File: config.mk
export PLATFORM = sky130hd
export DESIGN_NAME = irq_level_ctrl
export DESIGN_NICKNAME = d
export VERILOG_FILES = /design/src/rtl/irq_lvl_pkg.sv /design/src/rtl/irq_cfg_regs.sv /design/src/rtl/irq_req_bank.sv /design/src/rtl/irq_arbiter.sv /design/src/rtl/irq_level_ctrl.sv
export SDC_FILE = /design/constraint.sdc
export NUM_CORES = 1
export LEC_CHECK = 0
export ABC_AREA = 1
export BUFFER_PORTS_ARGS = -buffer_cell sky130_fd_sc_hd__buf_4
export CELL_PAD_IN_SITES_DETAIL_PLACEMENT = 0
export CELL_PAD_IN_SITES_GLOBAL_PLACEMENT = 1
export CORE_MARGIN = 2
export CORE_UTILIZATION = 47
export DETAILED_ROUTE_END_ITERATION = 8
export HOLD_SLACK_MARGIN = 0.12
export PLACE_DENSITY = 0.82
export SYNTH_ARGS = -nofsm -noshare
export SYNTH_HDL_FRONTEND = slang
export SYNTH_SLANG_ARGS = --single-unit
File: constraint.sdc
create_clock -name clk_i -period 24.4 [get_ports clk_i]
set_clock_uncertainty 0.15 [all_clocks]
set_input_delay 3.66 -clock clk_i [delete_from_list [all_inputs] [get_ports clk_i]]
set_output_delay 3.66 -clock clk_i [all_outputs]
set_load 0.05 [all_outputs]
File: src/rtl/irq_lvl_pkg.sv
package irq_lvl_pkg;

    localparam int LVL_W = 3;
    localparam int DATA_W = 4;

    typedef logic [LVL_W-1:0] lvl_t;

    localparam lvl_t LVL_TOP = '1;

    // Exit register contents: threshold plus fast-select.
    typedef struct packed {
        logic fast_en;
        lvl_t thr;
    } exit_cfg_t;

    function automatic logic lvl_above(input lvl_t a, input lvl_t b);
        return a > b;
    endfunction

endpackage

File: src/rtl/irq_cfg_regs.sv
module irq_cfg_regs
    import irq_lvl_pkg::*;
#(
    parameter int N  = 8,
    parameter int AW = 4,
    parameter int IW = 3
) (
    input  logic                clk_i,
    input  logic                rst_i,
    input  logic                wr_en_i,
    input  logic [AW-1:0]       wr_addr_i,
    input  logic [DATA_W-1:0]   wr_data_i,
    output lvl_t [N-1:0]        lvl_o,
    output logic [N-1:0]        sw_clr_o,
    output logic                ie_o,
    output exit_cfg_t           exit_o
);

    localparam logic [AW-1:0] CTRL_A = AW'(N);
    localparam logic [AW-1:0] EXIT_A = AW'(N + 1);

    lvl_t [N-1:0] lvl_q;
    logic         ie_q;
    exit_cfg_t    exit_q;

    always_ff @(posedge clk_i) begin
        if (rst_i) begin
            lvl_q  <= '0;
            ie_q   <= 1'b0;
            exit_q <= '0;
        end else if (wr_en_i) begin
            if (wr_addr_i < CTRL_A) begin
                lvl_q[wr_addr_i[IW-1:0]] <= wr_data_i[LVL_W-1:0];
            end else if (wr_addr_i == CTRL_A) begin
                ie_q <= wr_data_i[0];
            end else if (wr_addr_i == EXIT_A) begin
                exit_q <= '{fast_en: wr_data_i[3], thr: wr_data_i[LVL_W-1:0]};
            end
        end
    end

    // A source word write with bit 3 low clears that request.
    for (genvar g = 0; g < N; g++) begin : g_clr
        assign sw_clr_o[g] = wr_en_i && (wr_addr_i == AW'(g)) && !wr_data_i[3];
    end

    assign lvl_o  = lvl_q;
    assign ie_o   = ie_q;
    assign exit_o = exit_q;

endmodule

File: src/rtl/irq_req_bank.sv
module irq_req_bank #(
    parameter int N  = 8,
    parameter int IW = 3
) (
    input  logic          clk_i,
    input  logic          rst_i,
    input  logic [N-1:0]  event_i,
    input  logic          ack_i,
    input  logic [IW-1:0] ack_src_i,
    input  logic [N-1:0]  sw_clr_i,
    output logic [N-1:0]  req_o
);

    logic [N-1:0] req_q;
    logic [N-1:0] ack_mask;

    always_comb begin
        for (int i = 0; i < N; i++) begin
            ack_mask[i] = ack_i && (ack_src_i == IW'(i));
        end
    end

    // New events take precedence over any clear in the same cycle.
    always_ff @(posedge clk_i) begin
        if (rst_i) begin
            req_q <= '0;
        end else begin
            req_q <= (req_q & ~ack_mask & ~sw_clr_i) | event_i;
        end
    end

    assign req_o = req_q;

endmodule

File: src/rtl/irq_arbiter.sv
module irq_arbiter
    import irq_lvl_pkg::*;
#(
    parameter int N  = 8,
    parameter int IW = 3
) (
    input  logic [N-1:0]  req_i,
    input  lvl_t [N-1:0]  lvl_i,
    input  lvl_t          ipl_i,
    input  logic          ie_i,
    input  exit_cfg_t     exit_i,
    input  logic          low_power_i,
    output logic          hit_o,
    output logic [IW-1:0] src_o,
    output lvl_t          lvl_o,
    output logic          fast_o,
    output logic          wake_o,
    output logic          cfg_err_o
);

    logic [N-1:0]  top7;
    logic [IW-1:0] first7;
    logic          wake_any;

    for (genvar g = 0; g < N; g++) begin : g_top
        assign top7[g] = (lvl_i[g] == LVL_TOP);
    end

    always_comb begin
        hit_o    = 1'b0;
        src_o    = '0;
        lvl_o    = '0;
        wake_any = 1'b0;
        first7   = '0;
        for (int i = N - 1; i >= 0; i--) begin
            if (top7[i]) begin
                first7 = IW'(i);
            end
        end
        for (int i = 0; i < N; i++) begin
            if (req_i[i] && ie_i && lvl_above(lvl_i[i], ipl_i) &&
                (!hit_o || lvl_above(lvl_i[i], lvl_o))) begin
                hit_o = 1'b1;
                src_o = IW'(i);
                lvl_o = lvl_i[i];
            end
            if (req_i[i] && lvl_above(lvl_i[i], exit_i.thr)) begin
                wake_any = 1'b1;
            end
        end
    end

    assign fast_o    = hit_o && exit_i.fast_en && (lvl_o == LVL_TOP) && (src_o == first7);
    assign wake_o    = low_power_i && wake_any;
    assign cfg_err_o = exit_i.fast_en && ((top7 & (top7 - 1'b1)) != '0);

endmodule

File: src/rtl/irq_level_ctrl.sv
module irq_level_ctrl
    import irq_lvl_pkg::*;
#(
    parameter int N  = 8,
    parameter int AW = $clog2(N + 2),
    parameter int IW = $clog2(N)
) (
    input  logic              clk_i,
    input  logic              rst_i,
    input  logic [N-1:0]      event_i,
    input  logic              wr_en_i,
    input  logic [AW-1:0]     wr_addr_i,
    input  logic [DATA_W-1:0] wr_data_i,
    input  logic              ack_i,
    input  logic [IW-1:0]     ack_src_i,
    input  logic [LVL_W-1:0]  ipl_i,
    input  logic              low_power_i,
    output logic              irq_o,
    output logic [IW-1:0]     irq_src_o,
    output logic [LVL_W-1:0]  irq_lvl_o,
    output logic              irq_fast_o,
    output logic              wake_o,
    output logic              cfg_err_o
);

    typedef struct packed {
        logic          hit;
        logic [IW-1:0] src;
        lvl_t          lvl;
        logic          fast;
        logic          wake;
        logic          cfg_err;
    } verdict_t;

    lvl_t [N-1:0] lvl_q;
    logic [N-1:0] sw_clr;
    logic [N-1:0] req_q;
    logic         ie_q;
    exit_cfg_t    exit_cfg;
    verdict_t     nxt, out_q;

    irq_cfg_regs #(.N(N), .AW(AW), .IW(IW)) u_cfg (
        .clk_i     (clk_i),
        .rst_i     (rst_i),
        .wr_en_i   (wr_en_i),
        .wr_addr_i (wr_addr_i),
        .wr_data_i (wr_data_i),
        .lvl_o     (lvl_q),
        .sw_clr_o  (sw_clr),
        .ie_o      (ie_q),
        .exit_o    (exit_cfg)
    );

    irq_req_bank #(.N(N), .IW(IW)) u_req (
        .clk_i     (clk_i),
        .rst_i     (rst_i),
        .event_i   (event_i),
        .ack_i     (ack_i),
        .ack_src_i (ack_src_i),
        .sw_clr_i  (sw_clr),
        .req_o     (req_q)
    );

    irq_arbiter #(.N(N), .IW(IW)) u_arb (
        .req_i       (req_q),
        .lvl_i       (lvl_q),
        .ipl_i       (ipl_i),
        .ie_i        (ie_q),
        .exit_i      (exit_cfg),
        .low_power_i (low_power_i),
        .hit_o       (nxt.hit),
        .src_o       (nxt.src),
        .lvl_o       (nxt.lvl),
        .fast_o      (nxt.fast),
        .wake_o      (nxt.wake),
        .cfg_err_o   (nxt.cfg_err)
    );

    always_ff @(posedge clk_i) begin
        if (rst_i) begin
            out_q <= '0;
        end else begin
            out_q <= nxt;
        end
    end

    assign irq_o      = out_q.hit;
    assign irq_src_o  = out_q.src;
    assign irq_lvl_o  = out_q.lvl;
    assign irq_fast_o = out_q.fast;
    assign wake_o     = out_q.wake;
    assign cfg_err_o  = out_q.cfg_err;

endmodule

## Yosys cells after proc, flatten, opt, wreduce, memory -nomap -nowiden

Cells that the tools add are included.
Widths: inputs -> output; s select.

- $add $sub $neg: 1
- Magnitude comparators: 26
- Eq/ne operators: 26
- Multiplexer cells: 42
- Bitwise operators: 8
- Reduce and logical (&&, ||, !) cells: 82

Operator list:

| operator | number |
|---|---|
| $gt 3x3->1 | 23 |
| $mux 3 | 21 |
| $logic_and 1x1->1 | 61 |
| $eq 3x3->1 const B | 13 |
| $and 8x8->8 | 3 |
| $bwmux 24 | 1 |
| $mux 1 | 17 |
| $eq 4x3->1 const B | 4 |
| $not 8->8 | 2 |
| $demux 3 s3 | 1 |
| $eq 4x2->1 const B | 2 |
| $eq 4x4->1 const B | 2 |
| $logic_not 1->1 | 8 |
| $or 8x8->8 | 1 |
| $reduce_bool 8->1 | 1 |
| $sub 8x1->8 const B | 1 |
| $logic_or 1x1->1 | 7 |
| $eq 3x2->1 const B | 2 |
| $eq 4x1->1 const B | 1 |
| $logic_not 4->1 | 1 |
| $lt 3x4->1 const B | 1 |
| $lt 4x4->1 const B | 1 |
| $mux 2 | 2 |
| $reduce_and 4->1 | 1 |
| 7 further kinds | 8 |

- Bits in registers: 47
- Bits of input ports: 27
- Output and inout bits: 10
- Word-level logic and storage cells: 203

## Longest topological paths before layout

- Depth in word-level cells: 34
- Depth in mapped cells: 77
- Mapped depth without buffers: 76

## Cells and area by module

A second synthesis with hierarchy kept.

- Cells, all modules: 690
- Area, all modules: 4463.0 µm²

Modules (own cells, without submodules):

| module | times used | cells each | area an instance (µm²) | sequential area each (µm²) |
|---|---|---|---|---|
| irq_arbiter | 1 | 398 | 2493.6 | 0.0 |
| irq_cfg_regs | 1 | 195 | 1288.7 | 580.6 |
| irq_req_bank | 1 | 66 | 394.1 | 160.2 |
| irq_level_ctrl | 1 | 31 | 286.5 | 200.2 |

## Least setup slack after synthesis

OpenSTA, ideal clock, no wires.

- Path kind: input to register
- Start point: input ipl_i[2]
- End point: register out_q (netlist bit irq_fast_o)
- Setup time: 0.064 ns
- Arrival: 11.454 ns
- Required time: 24.186 ns
- Setup slack: 12.733 ns
- Stages on the path: 74
- Cells stage by stage: inv_1 -> ha_1 -> nand2_1 -> nand2_1 -> inv_1 -> nand2_1 -> nand2_4 -> nor2_1 -> inv_1 -> ha_1 -> a21oi_1 -> nand2_1 -> nand2_1 -> nand2_1 -> nand2_2 -> nand2_1 -> and2_1 -> ha_1 -> [38 not listed] -> nand2_1 -> nand2_1 -> nand2_2 -> nand3_2 -> nand2_1 -> ha_1 -> a21oi_1 -> o21ai_0 -> nand2_1 -> nand2_1 -> nand2_1 -> buf_6 -> nand3_1 -> nand2_1 -> nand2_1 -> nor3_2 -> nand2_1 -> nor2_1

- Word-level cells in the longest chain between the ends: 34

Ends and longest elaborated chain:

| element | RTL line | text |
|---|---|---|
| from (decl) | irq_level_ctrl.sv:16 | `input logic [LVL_W-1:0] ipl_i,` |
| $gt 3x3->1 | irq_lvl_pkg.sv:17 | `return a > b;` |
| $logic_and 1x1->1 | irq_arbiter.sv:41 | `if (req_i[i] && ie_i && lvl_above(lvl_i[i], ipl_i) &&` |
| $mux 3 or $mux 1 (tied branches) | irq_arbiter.sv:41 |  |
| $gt 3x3->1 or $logic_not 1->1 (tied branches) | irq_lvl_pkg.sv:17, irq_arbiter.sv:42 |  |
| $logic_or 1x1->1 | irq_arbiter.sv:42 | `(!hit_o \|\| lvl_above(lvl_i[i], lvl_o))) begin` |
| $logic_and 1x1->1 | irq_arbiter.sv:41 |  |
| $mux 3 or $mux 1 (tied branches) | irq_arbiter.sv:41 |  |
| $gt 3x3->1 or $logic_not 1->1 (tied branches) | irq_lvl_pkg.sv:17, irq_arbiter.sv:42 |  |
| [18 not listed] | - |  |
| $mux 3 or $mux 1 (tied branches) | irq_arbiter.sv:41 |  |
| $gt 3x3->1 or $logic_not 1->1 (tied branches) | irq_lvl_pkg.sv:17, irq_arbiter.sv:42 |  |
| $logic_or 1x1->1 | irq_arbiter.sv:42 |  |
| $logic_and 1x1->1 | irq_arbiter.sv:41 |  |
| $mux 3 or $mux 1 (tied branches) | irq_arbiter.sv:41 |  |
| $eq 3x3->1 or $logic_and 1x1->1 (tied branches) | irq_arbiter.sv:53 | `assign fast_o = hit_o && exit_i.fast_en && (lvl_o == LVL_TOP) && (src_o == first7);` |
| $logic_and 1x1->1 | irq_arbiter.sv:53 |  |
| $logic_and 1x1->1 * | irq_arbiter.sv:53 |  |
| to (signal assigned) | irq_level_ctrl.sv:83 | `out_q <= nxt;` |
| to (decl) | irq_level_ctrl.sv:40 | `verdict_t nxt, out_q;` |

Every way passes the cells marked *; elsewhere a longest branch is shown, timed or not.
A chain may end at the register's enable or synchronous reset.

## Worst setup path after layout

Same ends and word-level chain as after synthesis.

==> summary.md <==
| Metric | Value |
|---|---|
| Outcome | `finished, final reports clean` |
| Fin worst setup slack | `11.73 ns` |
| Pre-CTS WS | `11.44 ns` |
| Final instance area | `approximately 4600 sq um` |
| Design Power | `about 160 uW` |
| Rel. slew slack | `65.0%` |
| PD cells | `roughly 34 nW/um^2` |
| CTS buffer count | `5` |
| Total Routing Usage GR | `between 20% and 30%` |
| Die height | `a little under 100 um` |
| Setup-failing EPs final | `0` |
| DIE AREA | `a little under 10,000 sq um` |
| Synth cell types | `35` |
| Startpoint type of the worst setup path | `input port` |
| Worst vdd ir | `between 0.00002 and 0.000025 V` |
| Post-Route WL | `11,100 um` |
| First-pass GRT wire length | `between 15,000 and 20,000 um` |
| Critical Path Max Stage Delay | `around 0.34 ns` |
| Hold WC Path Type | `reg -> reg` |
| Final min period | `between 10 and 15 ns` |
| Cts repair resizes | `0` |
| Largest family of logic cells by synthesized area | `simple AND/OR/NAND/NOR gates` |
| H-Tree Depth | `2` |
| Vias/cell | `around 5.2` |
| Critical path class | `in -> reg` |
| Die width | `~99 um` |
| Primary flip-flop cell chosen by synthesis mapping | `dfxtp_1` |
| Clock Sinks | `47` |
| Placed standard-cell area | `approximately 4500 sq um` |
| Post-synthesis adder-cell area fraction | `20.6%` |
| Synth Area in Compound Gates | `between 10% and 20%` |
| Most frequent cells after synthesis | `nand2_1, inv_1, ha_1` |
| Synth Cell Area | `4200 sq um` |
| Total gr overflow | `0` |
| Core area | `about 8700 sq um` |
| Cells after Synth | `between 600 and 700` |
| Setup TNS | `0 ns` |
| Maximum operating frequency | `0.0789 GHz` |
| Total of max-cap violations | `0` |
| Async S/R FF share, synth | `0%` |
| CTS tree | `yes` |
| Ratio of cells with drive above 1 in the final layout | `about an eighth` |
| Fin crit share | `51.9%` |
| Post-synth net total | `a little over 700` |
| CTS Buffer Depth | `2` |
| Vias in the first global route | `slightly below 4,000` |
| RSZ-0062 raised after global routing | `no` |
| Initial Util | `48.4%` |
| Most frequent CP cell | `nand2_1` |
| CP Data Arrival Time | `~13 ns` |
| Layout area overhead | `10.7%` |
| Number of I/O port buffers | `36` |
| Most common cell in the synthesized netlist | `nand2_1` |
| HPWL Detailed | `about 9000 um` |
| Antenna violations before repair | `0` |
| Final nets | `around 740` |
| Cell taking the most area after synthesis | `dfxtp_1` |
| Post-synthesis xor/xnor area fraction | `0%` |
| Routability cong. | `0.843` |
| Synth warn | `0` |
| Slowest CP cell | `ha_1` |
| Element type at the critical path end | `flop` |
| Top post-synthesis cells by area | `dfxtp_1, ha_1, nand2_1` |
| Clock Pin Slew Worst Setup and Hold Paths | `0.10 ns` |
| Antenna Nets Post-Route | `0` |
| Post-synth EDFFs | `0` |
| Post-CTS Hold Buffers | `0` |
| Worst skew pair latency | `just over 0.3 ns` |
| Leak Pwr | `roughly 2.4 nW` |
| Top cell type's share of synthesized area | `22.4%` |
| CTS root buf | `clkbuf_8` |
| Post-synthesis mux area share | `0%` |
| Std-Cell Rows | `34` |
| Routed vias | `slightly below 4,000` |
| DR DRC count | `0` |
| Ports | `37` |
| DRT Pass-1 Iters | `4` |
| Simple-gate share of the synthesized area | `between 30% and 40%` |
| Pin count of the biggest net entering global routing | `between 40 and 50` |
| Number of diodes | `0` |
| Synthesized flop and latch total | `47` |
| Final Hold Fails | `0` |
| Crit path required time | `roughly 24 ns` |
| Routed len/inst | `14.7 um` |
| Post-synthesis sequential area ratio | `22.4%` |
| Crit path max fanout | `11` |
| Mapped Avg Cell Area | `6.83 sq um` |
| 1st-iter DRT viols | `128` |
| Final Max Tran Viols | `0` |
| Post-CTS Setup Bufs | `0` |
| Least-Margin Pin Slew | `0.526 ns` |
per-stage QoR:
stage          hold WS (ns)  instances  util [%]
5_1_grt               0.382        756      53.5
6_report              0.357        756      53.5
3_3_place_gp          0.338        748      52.4
2_1_floorplan         0.297        615         -
3_5_place_dp          0.348        748      52.4
4_1_cts               0.362        756      53.5
where the power goes:
| part | leakage [nW] | internal, mW | total, mW | switching [mW] |
|---|---|---|---|---|
| Clock | 0.0474 | 0.0232 | 0.0521 | 0.0289 |
| Combinational | 1.95 | 0.0109 | 0.0265 | 0.0156 |
| Sequential | 0.382 | 0.0788 | 0.0810 | 0.00220 |
cell families (layout without fill, tap and decap cells):
logic type	count (synthesis)	in the layout
simple gates	296	296
buf+inv	100	133
flops	47	47
fa+ha+maj	69	69
compound gates	103	103
area by class of cell:
type	count	area, sq um
multi-input cells	468	2870
flip-flops and latches	47	941
inverters	89	334
well taps	108	135
clock buffers	6	82.6
fillers	883	4030
repair buffers	36	270
clock inverters	2	16.3
worst max-delay path, delay by kind of cell:
family	cells	cell delay [ns]
AOI/OAI and AO/OA	11	1.72
and+or+nand+nor	44	3.97
buffers and inverters	10	0.96
adders and majority gates	8	2.36
final timing paths:
kind / to / from / slack [ns] / depth (start not counted)
worst max-delay path: irq_fast_o / ipl_i[2] / 11.73 / 73
worst min register to register: u_req.req_o[7] / u_req.req_o[7] / 0.36 / 2
worst min-delay path: u_req.req_o[7] / u_req.req_o[7] / 0.36 / 2
worst max register to register: irq_fast_o / u_cfg.lvl_o[0] / 15.05 / 72
metal layers:
metal  share of wire [%]  up-vias  GRT usage (%)  routed length, um
li1                    -     2146              -                  -
met1                  52     1722           34.1               5720
met2                  44       66           39.6               4910
met3                 3.2        8           2.91                360
met4                0.94        0           5.27                104
met5                   0        -              0                  0
state kept, by name, summed over array words and instances (netlist names):
name,cells
wake_o,1
irq_fast_o,1
u_cfg.lvl_o,24
irq_lvl_o,3
irq_src_o,3
cfg_err_o,1
u_cfg.exit_o,4
u_cfg.ie_o,1
u_req.req_o,8
irq_o,1
cell usage in the layout, fill, tap and decap left out, types with 2 or more instances in the layout:
| cell type | n |
|---|---|
| a211oi_1 | 23 |
| a21oi_1 | 47 |
| a31oi_1 | 2 |
| and2_1 | 8 |
| buf_4 | 36 |
| clkbuf_8 | 6 |
| dfxtp_1 | 47 |
| ha_1 | 69 |
| inv_1 | 84 |
| inv_2 | 5 |
| nand2_1 | 136 |
| nand2_2 | 11 |
| nand2_4 | 3 |
| nand3_1 | 56 |
| nand3_2 | 7 |
| nand3b_1 | 5 |
| nand4_1 | 4 |
| nor2_1 | 50 |
| nor3_1 | 9 |
| o21ai_0 | 17 |
| o221ai_1 | 8 |
Power figures use the tool's default switching activity.
